<file path="config.mk">
export PLATFORM = sky130hd
export DESIGN_NAME = rx_fifo_rel
export DESIGN_NICKNAME = d
export VERILOG_FILES = /design/src/rtl/rxf_pkg.sv /design/src/rtl/rxf_store.sv /design/src/rtl/rxf_ctrl.sv /design/src/rtl/rxf_regview.sv /design/src/rtl/rx_fifo_rel.sv
export SDC_FILE = /design/constraint.sdc
export NUM_CORES = 1
export LEC_CHECK = 0
export BUFFER_PORTS_ARGS = -buffer_cell sky130_fd_sc_hd__buf_2
export CAP_MARGIN = 30
export CORE_UTILIZATION = 30
export CTS_CLUSTER_DIAMETER = 80
export DETAILED_ROUTE_END_ITERATION = 16
export SYNTH_ARGS = -nofsm -noshare
export SYNTH_HDL_FRONTEND = slang
export SYNTH_SLANG_ARGS = --single-unit
</file>
<file path="constraint.sdc">
create_clock -name clk_i -period 2.1 [get_ports clk_i]
set_clock_uncertainty 0.15 [all_clocks]
set_input_delay 0.315 -clock clk_i [delete_from_list [all_inputs] [get_ports clk_i]]
set_output_delay 0.315 -clock clk_i [all_outputs]
set_load 0.01 [all_outputs]
</file>
<file path="src/rtl/rxf_pkg.sv">
package rxf_pkg;
  localparam int unsigned REG_W     = 32;
  localparam int unsigned REG_CNT_W = 2;
  localparam int unsigned CNT_LSB   = 0;
  localparam int unsigned FULL_BIT  = 3;
  localparam int unsigned OVR_BIT   = 4;
  localparam int unsigned REL_BIT   = 5;

  typedef struct packed {
    logic full;
    logic ovr;
    logic rel;
  } rxf_flags_t;
endpackage

</file>
<file path="src/rtl/rxf_store.sv">
module rxf_store #(
  parameter int unsigned DEPTH   = 3,
  parameter int unsigned FRAME_W = 40
) (
  input  logic               clk_i,
  input  logic               rst_ni,
  input  logic               wr_en_i,
  input  logic [FRAME_W-1:0] wr_data_i,
  input  logic               rd_adv_i,
  input  logic               empty_i,
  output logic [FRAME_W-1:0] head_o
);
  localparam int unsigned PTR_W = (DEPTH > 1) ? $clog2(DEPTH) : 1;
  localparam logic [PTR_W-1:0] LAST = PTR_W'(DEPTH - 1);

  logic [PTR_W-1:0]   wr_ptr_q, rd_ptr_q;
  logic [FRAME_W-1:0] slot_q [DEPTH];

  function automatic logic [PTR_W-1:0] bump(input logic [PTR_W-1:0] p);
    return (p == LAST) ? '0 : p + 1'b1;
  endfunction

  always_ff @(posedge clk_i or negedge rst_ni) begin
    if (!rst_ni) begin
      wr_ptr_q <= '0;
      rd_ptr_q <= '0;
    end else begin
      if (wr_en_i)  wr_ptr_q <= bump(wr_ptr_q);
      if (rd_adv_i) rd_ptr_q <= bump(rd_ptr_q);
    end
  end

  for (genvar i = 0; i < DEPTH; i++) begin : g_slot
    always_ff @(posedge clk_i or negedge rst_ni) begin
      if (!rst_ni)                                   slot_q[i] <= '0;
      else if (wr_en_i && wr_ptr_q == PTR_W'(i))     slot_q[i] <= wr_data_i;
    end
  end

  assign head_o = empty_i ? '0 : slot_q[rd_ptr_q];
endmodule

</file>
<file path="src/rtl/rxf_ctrl.sv">
module rxf_ctrl
  import rxf_pkg::*;
#(
  parameter int unsigned DEPTH = 3,
  parameter int unsigned CNT_W = 2
) (
  input  logic             clk_i,
  input  logic             rst_ni,
  input  logic             push_i,
  input  logic             rel_wr_i,
  input  logic             clr_full_i,
  input  logic             clr_ovr_i,
  output logic [CNT_W-1:0] cnt_o,
  output rxf_flags_t       flags_o,
  output logic             push_acc_o,
  output logic             pop_o,
  output logic             empty_o
);
  localparam logic [CNT_W-1:0] CAP = CNT_W'(DEPTH);

  logic [CNT_W-1:0] cnt_q, cnt_d;
  rxf_flags_t       flg_q, flg_d;
  logic             do_rel, accept, drop;

  assign empty_o = (cnt_q == '0);
  assign do_rel  = rel_wr_i && !empty_o;
  // a same-cycle release frees a slot for the push
  assign accept  = push_i && ((cnt_q != CAP) || do_rel);
  assign drop    = push_i && !accept;

  always_comb begin
    unique case ({accept, do_rel})
      2'b10:   cnt_d = cnt_q + 1'b1;
      2'b01:   cnt_d = cnt_q - 1'b1;
      default: cnt_d = cnt_q;
    endcase
    flg_d.rel  = do_rel;
    // set has priority over a clear in the same cycle
    flg_d.full = (accept && cnt_d == CAP) ? 1'b1 : (clr_full_i ? 1'b0 : flg_q.full);
    flg_d.ovr  = drop ? 1'b1 : (clr_ovr_i ? 1'b0 : flg_q.ovr);
  end

  always_ff @(posedge clk_i or negedge rst_ni) begin
    if (!rst_ni) begin
      cnt_q <= '0;
      flg_q <= '0;
    end else begin
      cnt_q <= cnt_d;
      flg_q <= flg_d;
    end
  end

  assign cnt_o      = cnt_q;
  assign flags_o    = flg_q;
  assign push_acc_o = accept;
  assign pop_o      = do_rel;
endmodule

</file>
<file path="src/rtl/rxf_regview.sv">
module rxf_regview
  import rxf_pkg::*;
#(
  parameter int unsigned CNT_W = 2
) (
  input  logic             [CNT_W-1:0] cnt_i,
  input  rxf_flags_t                   flags_i,
  output logic             [REG_W-1:0] reg_o
);
  always_comb begin
    reg_o = '0;
    reg_o[CNT_LSB +: REG_CNT_W] = REG_CNT_W'(cnt_i);
    reg_o[FULL_BIT]             = flags_i.full;
    reg_o[OVR_BIT]              = flags_i.ovr;
    reg_o[REL_BIT]              = flags_i.rel;
  end
endmodule

</file>
<file path="src/rtl/rx_fifo_rel.sv">
module rx_fifo_rel
  import rxf_pkg::*;
#(
  parameter int unsigned DEPTH   = 3,
  parameter int unsigned FRAME_W = 40
) (
  input  logic               clk_i,
  input  logic               rst_ni,
  input  logic               push_i,
  input  logic [FRAME_W-1:0] push_frame_i,
  input  logic               rel_wr_i,
  input  logic               clr_full_i,
  input  logic               clr_ovr_i,
  output logic [FRAME_W-1:0] head_frame_o,
  output logic [1:0]         pend_cnt_o,
  output logic               full_o,
  output logic               ovr_o,
  output logic               rel_o,
  output logic [31:0]        reg_o
);
  localparam int unsigned CNT_W = $clog2(DEPTH + 1);

  logic [CNT_W-1:0] cnt;
  rxf_flags_t       flags;
  logic             push_acc, pop, empty;

  rxf_ctrl #(.DEPTH(DEPTH), .CNT_W(CNT_W)) u_ctrl (
    .clk_i      (clk_i),
    .rst_ni     (rst_ni),
    .push_i     (push_i),
    .rel_wr_i   (rel_wr_i),
    .clr_full_i (clr_full_i),
    .clr_ovr_i  (clr_ovr_i),
    .cnt_o      (cnt),
    .flags_o    (flags),
    .push_acc_o (push_acc),
    .pop_o      (pop),
    .empty_o    (empty)
  );

  rxf_store #(.DEPTH(DEPTH), .FRAME_W(FRAME_W)) u_store (
    .clk_i     (clk_i),
    .rst_ni    (rst_ni),
    .wr_en_i   (push_acc),
    .wr_data_i (push_frame_i),
    .rd_adv_i  (pop),
    .empty_i   (empty),
    .head_o    (head_frame_o)
  );

  rxf_regview #(.CNT_W(CNT_W)) u_view (
    .cnt_i   (cnt),
    .flags_i (flags),
    .reg_o   (reg_o)
  );

  assign pend_cnt_o = 2'(cnt);
  assign full_o     = flags.full;
  assign ovr_o      = flags.ovr;
  assign rel_o      = flags.rel;
endmodule

</file>
==> results by group, run 1 <==
Outcome
  – Outcome: complete, but fails checks
  – Failing checks: setup timing

Synthesis
  – Synth Warn #: 0
  – Mapped Cells: 507
  – Post-synth cell types: 30
  – Prevailing post-synth register cell: dfrtp_1
  – Count of state elements after synthesis: 129
  – EDFF count, synth: 0
  – Post-synthesis sequential area ratio: 48.7%
  – Ys async rst share: 100%
  – Post-Syn Area: 0.00663 sq mm
  – Syn Area/Cell: 13.1 sq um

Clock tree
  – CTS tree: yes
  – Post-CTS setup buffer count: 0
  – Clk sinks: 129
  – Worst-Skew Late Latency: 0.41 ns
  – Worst-path clk slew: 0.06 ns
  – TritonCTS Buffers: 17
  – Htree depth: 4
  – Max Buffers Root-to-Sink: 2
  – Root buf cell: clkbuf_16

Final layout
  – Final net count: 664
  – Share of layout cells above drive strength 1: 51.5%
  – Final instance area: 0.00814 sq mm
  – Ant. Diodes: 0
  – Layout area overhead: 22.8%
  – Post-layout util: 37.4%
  – Non-Filler Instances: 911

Detailed routing
  – Vias post-DR: 4051
  – Post-route ant nets: 0
  – Number of detailed-route iterations in the first pass: 4
  – Vias per inst: 4.45
  – Post-Route WL: 14300 microns
  – Detailed Route Iter0 Violations: 157
  – Drt drc: 0
  – WL/cell: 15.7 microns

Setup path
  – FF-to-FF path depth: 4
  – Startpoint class of the critical path: register
  – Critical Path AT: 1.76 ns
  – Worst r2r src: u_ctrl.cnt_o[0]
  – R2r setup slk: 0.34 ns
  – CP max FO: 10
  – Critical path required time: 1.63 ns
  – CP startpoint: u_store.rd_ptr_q[1]
  – Type of the worst setup path: reg -> out
  – CP endpoint kind: primary output
  – R2R Path End: u_store.slot_q[68]

Timing
  – Minimum clock period: 2.23 ns
  – Worst setup slack after layout: -0.127 ns
  – Fmax: 0.449 GHz
  – Max Transition Viols Final: 0
  – Hold_ws: 0.0172 ns
  – Final TNS setup: -3.61 ns
  – Crit share post-route: 106%
  – Final setup violation count: 40
  – Final hold vios: 0
  – RSZ-0062 raised after global routing: yes

Global route
  – Vias in the first global route: 3956
  – First-pass GRT wire length: 21800 microns
  – Initial antenna violation count: 0
  – Overflow after GRT: 0
  – Largest net degree at the start of global routing: 43
  – Gr usage total: 12.9%

Hold path
  – Hold depth: 2
  – Worst hold path type: in -> reg
  – Hold Path Sink: u_store.slot_q[41]
  – Hold Startpoint: push_frame_i[1]

Floorplanning
  – Core area: 0.0218 sq mm
  – Die ar.: 0.0227 sq mm
  – Chip Height: 151 microns
  – # rows: 54
  – Chip Width: 151 microns
  – Top-level port count: 123
  – Starting Density: 30.5%

Placement
  – Routability-driven placement congestion ratio: 0.657
  – Placed instance count: 860
  – Post-Place Worst Slack: 0.258 ns
  – PortBufs: 95
  – HPWL after DPL: 8600 microns
  – Dpl cell area: 0.00731 sq mm

Power and ir drop
  – P_leak: 3.74 nW
  – Worst VDD drop: 709 uV
  – PD cells: 1660 mW/mm^2
  – Power, Total: 13.5 mW

Run
  – Max-cap violations: 0
==> Yosys cell counts, types with 2 or more instances <==
| library cell | n | share of area, % |
|---|---|---|
| buf_4 | 38 | 4.3 |
| inv_1 | 5 | 0.28 |
| a21o_1 | 2 | 0.23 |
| or2_2 | 39 | 3.7 |
| buf_12 | 8 | 2.4 |
| xor2_1 | 2 | 0.26 |
| nor2_1 | 3 | 0.17 |
| o21ai_0 | 2 | 0.15 |
| nand2_1 | 42 | 2.4 |
| buf_6 | 2 | 0.34 |
| buf_2 | 6 | 0.45 |
| mux2_4 | 79 | 18 |
| mux2_2 | 36 | 6.1 |
| mux2_1 | 6 | 1.0 |
| and4b_1 | 2 | 0.30 |
| mux2i_1 | 40 | 6.0 |
| a21oi_1 | 41 | 3.1 |
| nand2b_1 | 2 | 0.19 |
| clkbuf_1 | 13 | 0.74 |
| dfrtp_1 | 129 | 49 |
==> worst max-delay path, cell delays in order (launching register included) <==
cell	delay, ns
dfrtp_2	0.47
buf_6	0.18
mux2i_1	0.12
or2_2	0.27
a21oi_1	0.14
buf_2	0.15
==> how the worst max path moves through the flow <==
stage,to,slack [ns]
global route,head_frame_o[20],-0.25
finish,head_frame_o[20],-0.13
floorplan,head_frame_o[0],0.31
global placement,head_frame_o[27],0.28
CTS,head_frame_o[16],-0.18
detailed placement,u_store.slot_q[68],0.26
==> power breakdown <==
| group | switching, mW | leakage [nW] | internal, mW |
|---|---|---|---|
| Clock | 1.13 | 0.248 | 1.50 |
| Sequential | 0.719 | 1.53 | 3.76 |
| Combinational | 2.77 | 1.96 | 3.64 |
==> sequential cells by signal, indices dropped and copies added, names as in the netlist <==
name,cells
u_store.wr_ptr_q,2
u_store.slot_q,120
u_ctrl.cnt_o,2
u_store.rd_ptr_q,2
u_ctrl.flags_o,3
==> final cells by class <==
cell class / count / area, sq um
clock buffers: 18 / 429
clock inverters: 14 / 93.8
fillers: 2168 / 13600
inverters: 5 / 18.8
multi-input cells: 332 / 3060
flip-flops and latches: 129 / 3230
well taps: 280 / 350
repair buffers: 133 / 962
==> cell usage in the layout, fill, tap and decap left out, types with 2 or more instances in the layout <==
master,synthesis,routed
inv_1,5,5
mux2_4,79,79
clkinv_4,0,2
buf_6,2,3
mux2_1,6,6
and4b_4,0,2
xor2_1,2,2
a21oi_1,41,24
nor2_1,3,2
clkinv_2,0,6
mux2i_1,40,40
or2_2,39,24
a21oi_2,0,17
mux2_2,36,36
a21o_1,2,2
dfrtp_1,129,128
dlygate4sd3_1,0,18
conb_1,1,27
clkbuf_16,0,18
o21ai_0,2,2
clkinvlp_4,0,5
nand2b_1,2,2
buf_2,6,94
buf_4,38,7
buf_12,8,10
or2_4,0,15
nand2_1,42,42
==> routing by layer <==
metal  global-route usage, %  vias to the layer above  part of all wire (%)
met5                       0                        -                     0
met4                    4.35                        0                   1.2
met3                    3.88                       13                   4.1
met2                    18.9                       95                    45
met1                    17.9                     2040                    50
li1                        -                     1903                     -
==> repair_timing <==
| item | CTS | global route |
|---|---|---|
| hold endpoints to repair | 135 | 2 |
| cloned | 0 | 1 |
| pin swaps | 0 | 0 |
| resized for setup | 9 | 25 |
| hold buffers | 17 | 1 |
| endpoints found under the setup margin | 40 | 40 |
==> cell families (layout without fill, tap and decap cells) <==
logic type	Yosys count	after routing	synth area share, %
compound gates	50	50	4.09
xor+xnor	2	2	0.264
buf+inv	72	170	8.53
flops	129	129	48.7
mux	161	161	31.1
other cells	1	27	0.0565
simple gates	92	92	7.34
(Power assumes the default switching activity.)
==> run 2, diff against run 1 <==
--- a/config.mk
+++ b/config.mk
@@ -10,6 +10,7 @@
 export CORE_UTILIZATION = 30
 export CTS_CLUSTER_DIAMETER = 80
 export DETAILED_ROUTE_END_ITERATION = 16
+export PLACE_DENSITY = 0.57
 export SYNTH_ARGS = -nofsm -noshare
 export SYNTH_HDL_FRONTEND = slang
 export SYNTH_SLANG_ARGS = --single-unit
==> run 2 against run 1 <==
The run still ends with setup timing left. Final cell count grew 2.2%. Setup slack lost 0.072 ns. First-iteration DRC count shrank 27%. Register-to-register slack gained 0.03 ns. Utilization grew 2.7 points. Die area is the same. Via count grew 4.1%. Non-clock buffer count grew 20. Sequential share of layout area shrank 2.7 points.
==> results by group, run 2 (same netlist as run 1, synthesis figures left out) <==
Outcome
  – Outcome: complete, but fails checks (unchanged)
  – Failing checks: setup timing (unchanged)

Power and ir drop
  – Power, Total: 15.0 mW (was 13.5 mW)
  – P_leak: 4.01 nW (was 3.74 nW)
  – Worst VDD drop: 680 uV (was 709 uV)
  – PD cells: 1720 mW/mm^2 (was 1660 mW/mm^2)

Final layout
  – Biggest register: u_store.slot_q (unchanged)
  – Reg area: 0.00323 sq mm (unchanged)
  – Share of layout cells above drive strength 1: 58.4% (was 51.5%)
  – Ant. Diodes: 0 (unchanged)
  – Most frequent cells in the layout: dfrtp_1 (128), buf_2 (93), mux2_4 (79), mux2i_1 (39), mux2_2 (36) (was dfrtp_1 (128), buf_2 (94), mux2_4 (79), nand2_1 (42), mux2i_1 (40))
  – Final net count: 684 (was 664)
  – Post-layout util: 40.2% (was 37.4%)
  – Layout area overhead: 31.7% (was 22.8%)
  – Number of filler instances in the final layout: 2062 (was 2168)
  – Final instance area: 0.00874 sq mm (was 0.00814 sq mm)
  – Multi-input logic area: 0.00328 sq mm (was 0.00306 sq mm)
  – Commonest non-fill, non-tap cell in the layout: dfrtp_1 (unchanged)
  – Largest register FFs: 120 (unchanged)

Hold path
  – Hold depth: 2 (unchanged)
  – Hold Path Sink: u_store.slot_q[46] (was u_store.slot_q[41])
  – Worst hold path type: in -> reg (unchanged)
  – Hold Startpoint: push_frame_i[6] (was push_frame_i[1])

Timing
  – Worst setup slack after layout: -0.198 ns (was -0.127 ns)
  – Final setup violation count: 40 (unchanged)
  – Final TNS setup: -5.75 ns (was -3.61 ns)
  – Final hold vios: 0 (unchanged)
  – Max Transition Viols Final: 0 (unchanged)
  – RSZ-0062 raised after global routing: yes (unchanged)
  – Fmax: 0.435 GHz (was 0.449 GHz)
  – Crit share post-route: 109% (was 106%)
  – Minimum clock period: 2.30 ns (was 2.23 ns)

Clock tree
  – Worst-Skew Late Latency: 0.41 ns (about the same)
  – Clk sinks: 129 (unchanged)
  – Htree depth: 4 (unchanged)
  – Root buf cell: clkbuf_16 (unchanged)
  – TritonCTS Buffers: 17 (unchanged)
  – Max Buffers Root-to-Sink: 2 (unchanged)
  – CTS tree: yes (unchanged)
  – Worst-path clk slew: 0.06 ns (about the same)

Floorplanning
  – Chip Height: 151 microns (unchanged)
  – Starting Density: 30.5% (unchanged)
  – Core area: 0.0218 sq mm (unchanged)
  – Die ar.: 0.0227 sq mm (unchanged)
  – Chip Width: 151 microns (unchanged)
  – # rows: 54 (unchanged)
  – Top-level port count: 123 (unchanged)

Global route
  – Initial antenna violation count: 0 (unchanged)
  – Vias in the first global route: 4503 (was 3956)
  – Gr usage total: 14.5% (was 12.9%)
  – Overflow after GRT: 0 (unchanged)
  – Largest net degree at the start of global routing: 54 (was 43)
  – First-pass GRT wire length: 24400 microns (was 21800 microns)

Placement
  – Routability-driven placement congestion ratio: 0.716 (was 0.657)
  – HPWL after DPL: 9140 microns (was 8600 microns)
  – Dpl cell area: 0.00731 sq mm (unchanged)
  – Post-Place Worst Slack: 0.153 ns (was 0.258 ns)
  – PortBufs: 95 (unchanged)

Detailed routing
  – Vias post-DR: 4217 (was 4051)
  – Post-Route WL: 15700 microns (was 14300 microns)
  – Number of detailed-route iterations in the first pass: 4 (unchanged)
  – Detailed Route Iter0 Violations: 114 (was 157)
  – Post-route ant nets: 0 (unchanged)
  – WL/cell: 16.9 microns (was 15.7 microns)
  – Drt drc: 0 (unchanged)
  – Vias per inst: 4.53 (was 4.45)

Setup path
  – Type of the worst setup path: reg -> out (unchanged)
  – CP max FO: 6 (was 10)
  – Startpoint class of the critical path: register (unchanged)
  – FF-to-FF path depth: 4 (unchanged)
  – R2r setup slk: 0.37 ns (was 0.34 ns)
  – Critical path required time: 1.63 ns (about the same)
  – CP endpoint kind: primary output (unchanged)
  – Critical Path AT: 1.83 ns (was 1.76 ns)
  – Worst r2r src: u_ctrl.cnt_o[1] (was u_ctrl.cnt_o[0])
  – R2R Path End: u_store.slot_q[39] (was u_store.slot_q[68])

Run
  – Max-cap violations: 0 (unchanged)
## run 2: cell type report
cell class	count	area share, %
multi-input combinational	332	37.6
sequential	129	37.0
timing repair buffer	153	14.4
clock buffer	18	5.03
tap	280	4.01
clock inverter	14	1.82
inverter	5	0.215
## run 2: where the power goes
part / leakage (nW) / total [mW] / internal [mW] / switching [mW]
Combinational: 2.19 / 7.45 / 4.23 / 3.21
Sequential: 1.53 / 4.58 / 3.77 / 0.811
Clock: 0.287 / 2.97 / 1.80 / 1.17
## run 2: critical path: stages, from the launching register on
cell and delay, ns:
dfrtp_2 0.44, buf_12 0.16, nor2b_4 0.15, buf_12 0.15
buf_12 0.15, nand2_4 0.05, a21oi_2 0.15, buf_2 0.16
## run 2: timing repair
item                                   in CTS  in global routing
hold buffers                               26                  0
pin swaps                                  25                 41
resized for setup                          65                 41
setup endpoints to repair                  40                 40
buffers inserted                            9                  1
endpoints found under the hold margin      93                  0
gates cloned                                5                  1
## run 2: worst max-delay path by stage
stage / slack, ns / cells past startpoint / endpoint / start
final: -0.20 / 7 / head_frame_o[28] / u_store.rd_ptr_q[1]
after global routing: -0.27 / 7 / head_frame_o[10] / u_store.rd_ptr_q[1]
after CTS: -0.23 / 8 / head_frame_o[4] / u_store.rd_ptr_q[1]
after detailed placement: 0.15 / 6 / head_frame_o[28] / u_store.rd_ptr_q[1]
after global placement: 0.18 / 6 / head_frame_o[28] / u_store.rd_ptr_q[1]
after floorplan: 0.31 / 6 / head_frame_o[0] / u_store.rd_ptr_q[1]
## run 2: metrics by stage
stage          instances  hold WS (ns)
3_5_place_dp         860         0.129
2_1_floorplan        533        -0.131
5_1_grt              931       0.00432
4_1_cts              932     0.0000140
6_report             931        0.0162
3_3_place_gp         860         0.119
## run 2: layer usage
layer,part of all wire (%),global-route usage (%),vias up
met3,3.7,3.52,14
met1,45,18.0,2180
met4,1.3,5.65,0
met2,50,24.1,86
li1,-,-,1937
met5,0,0,-
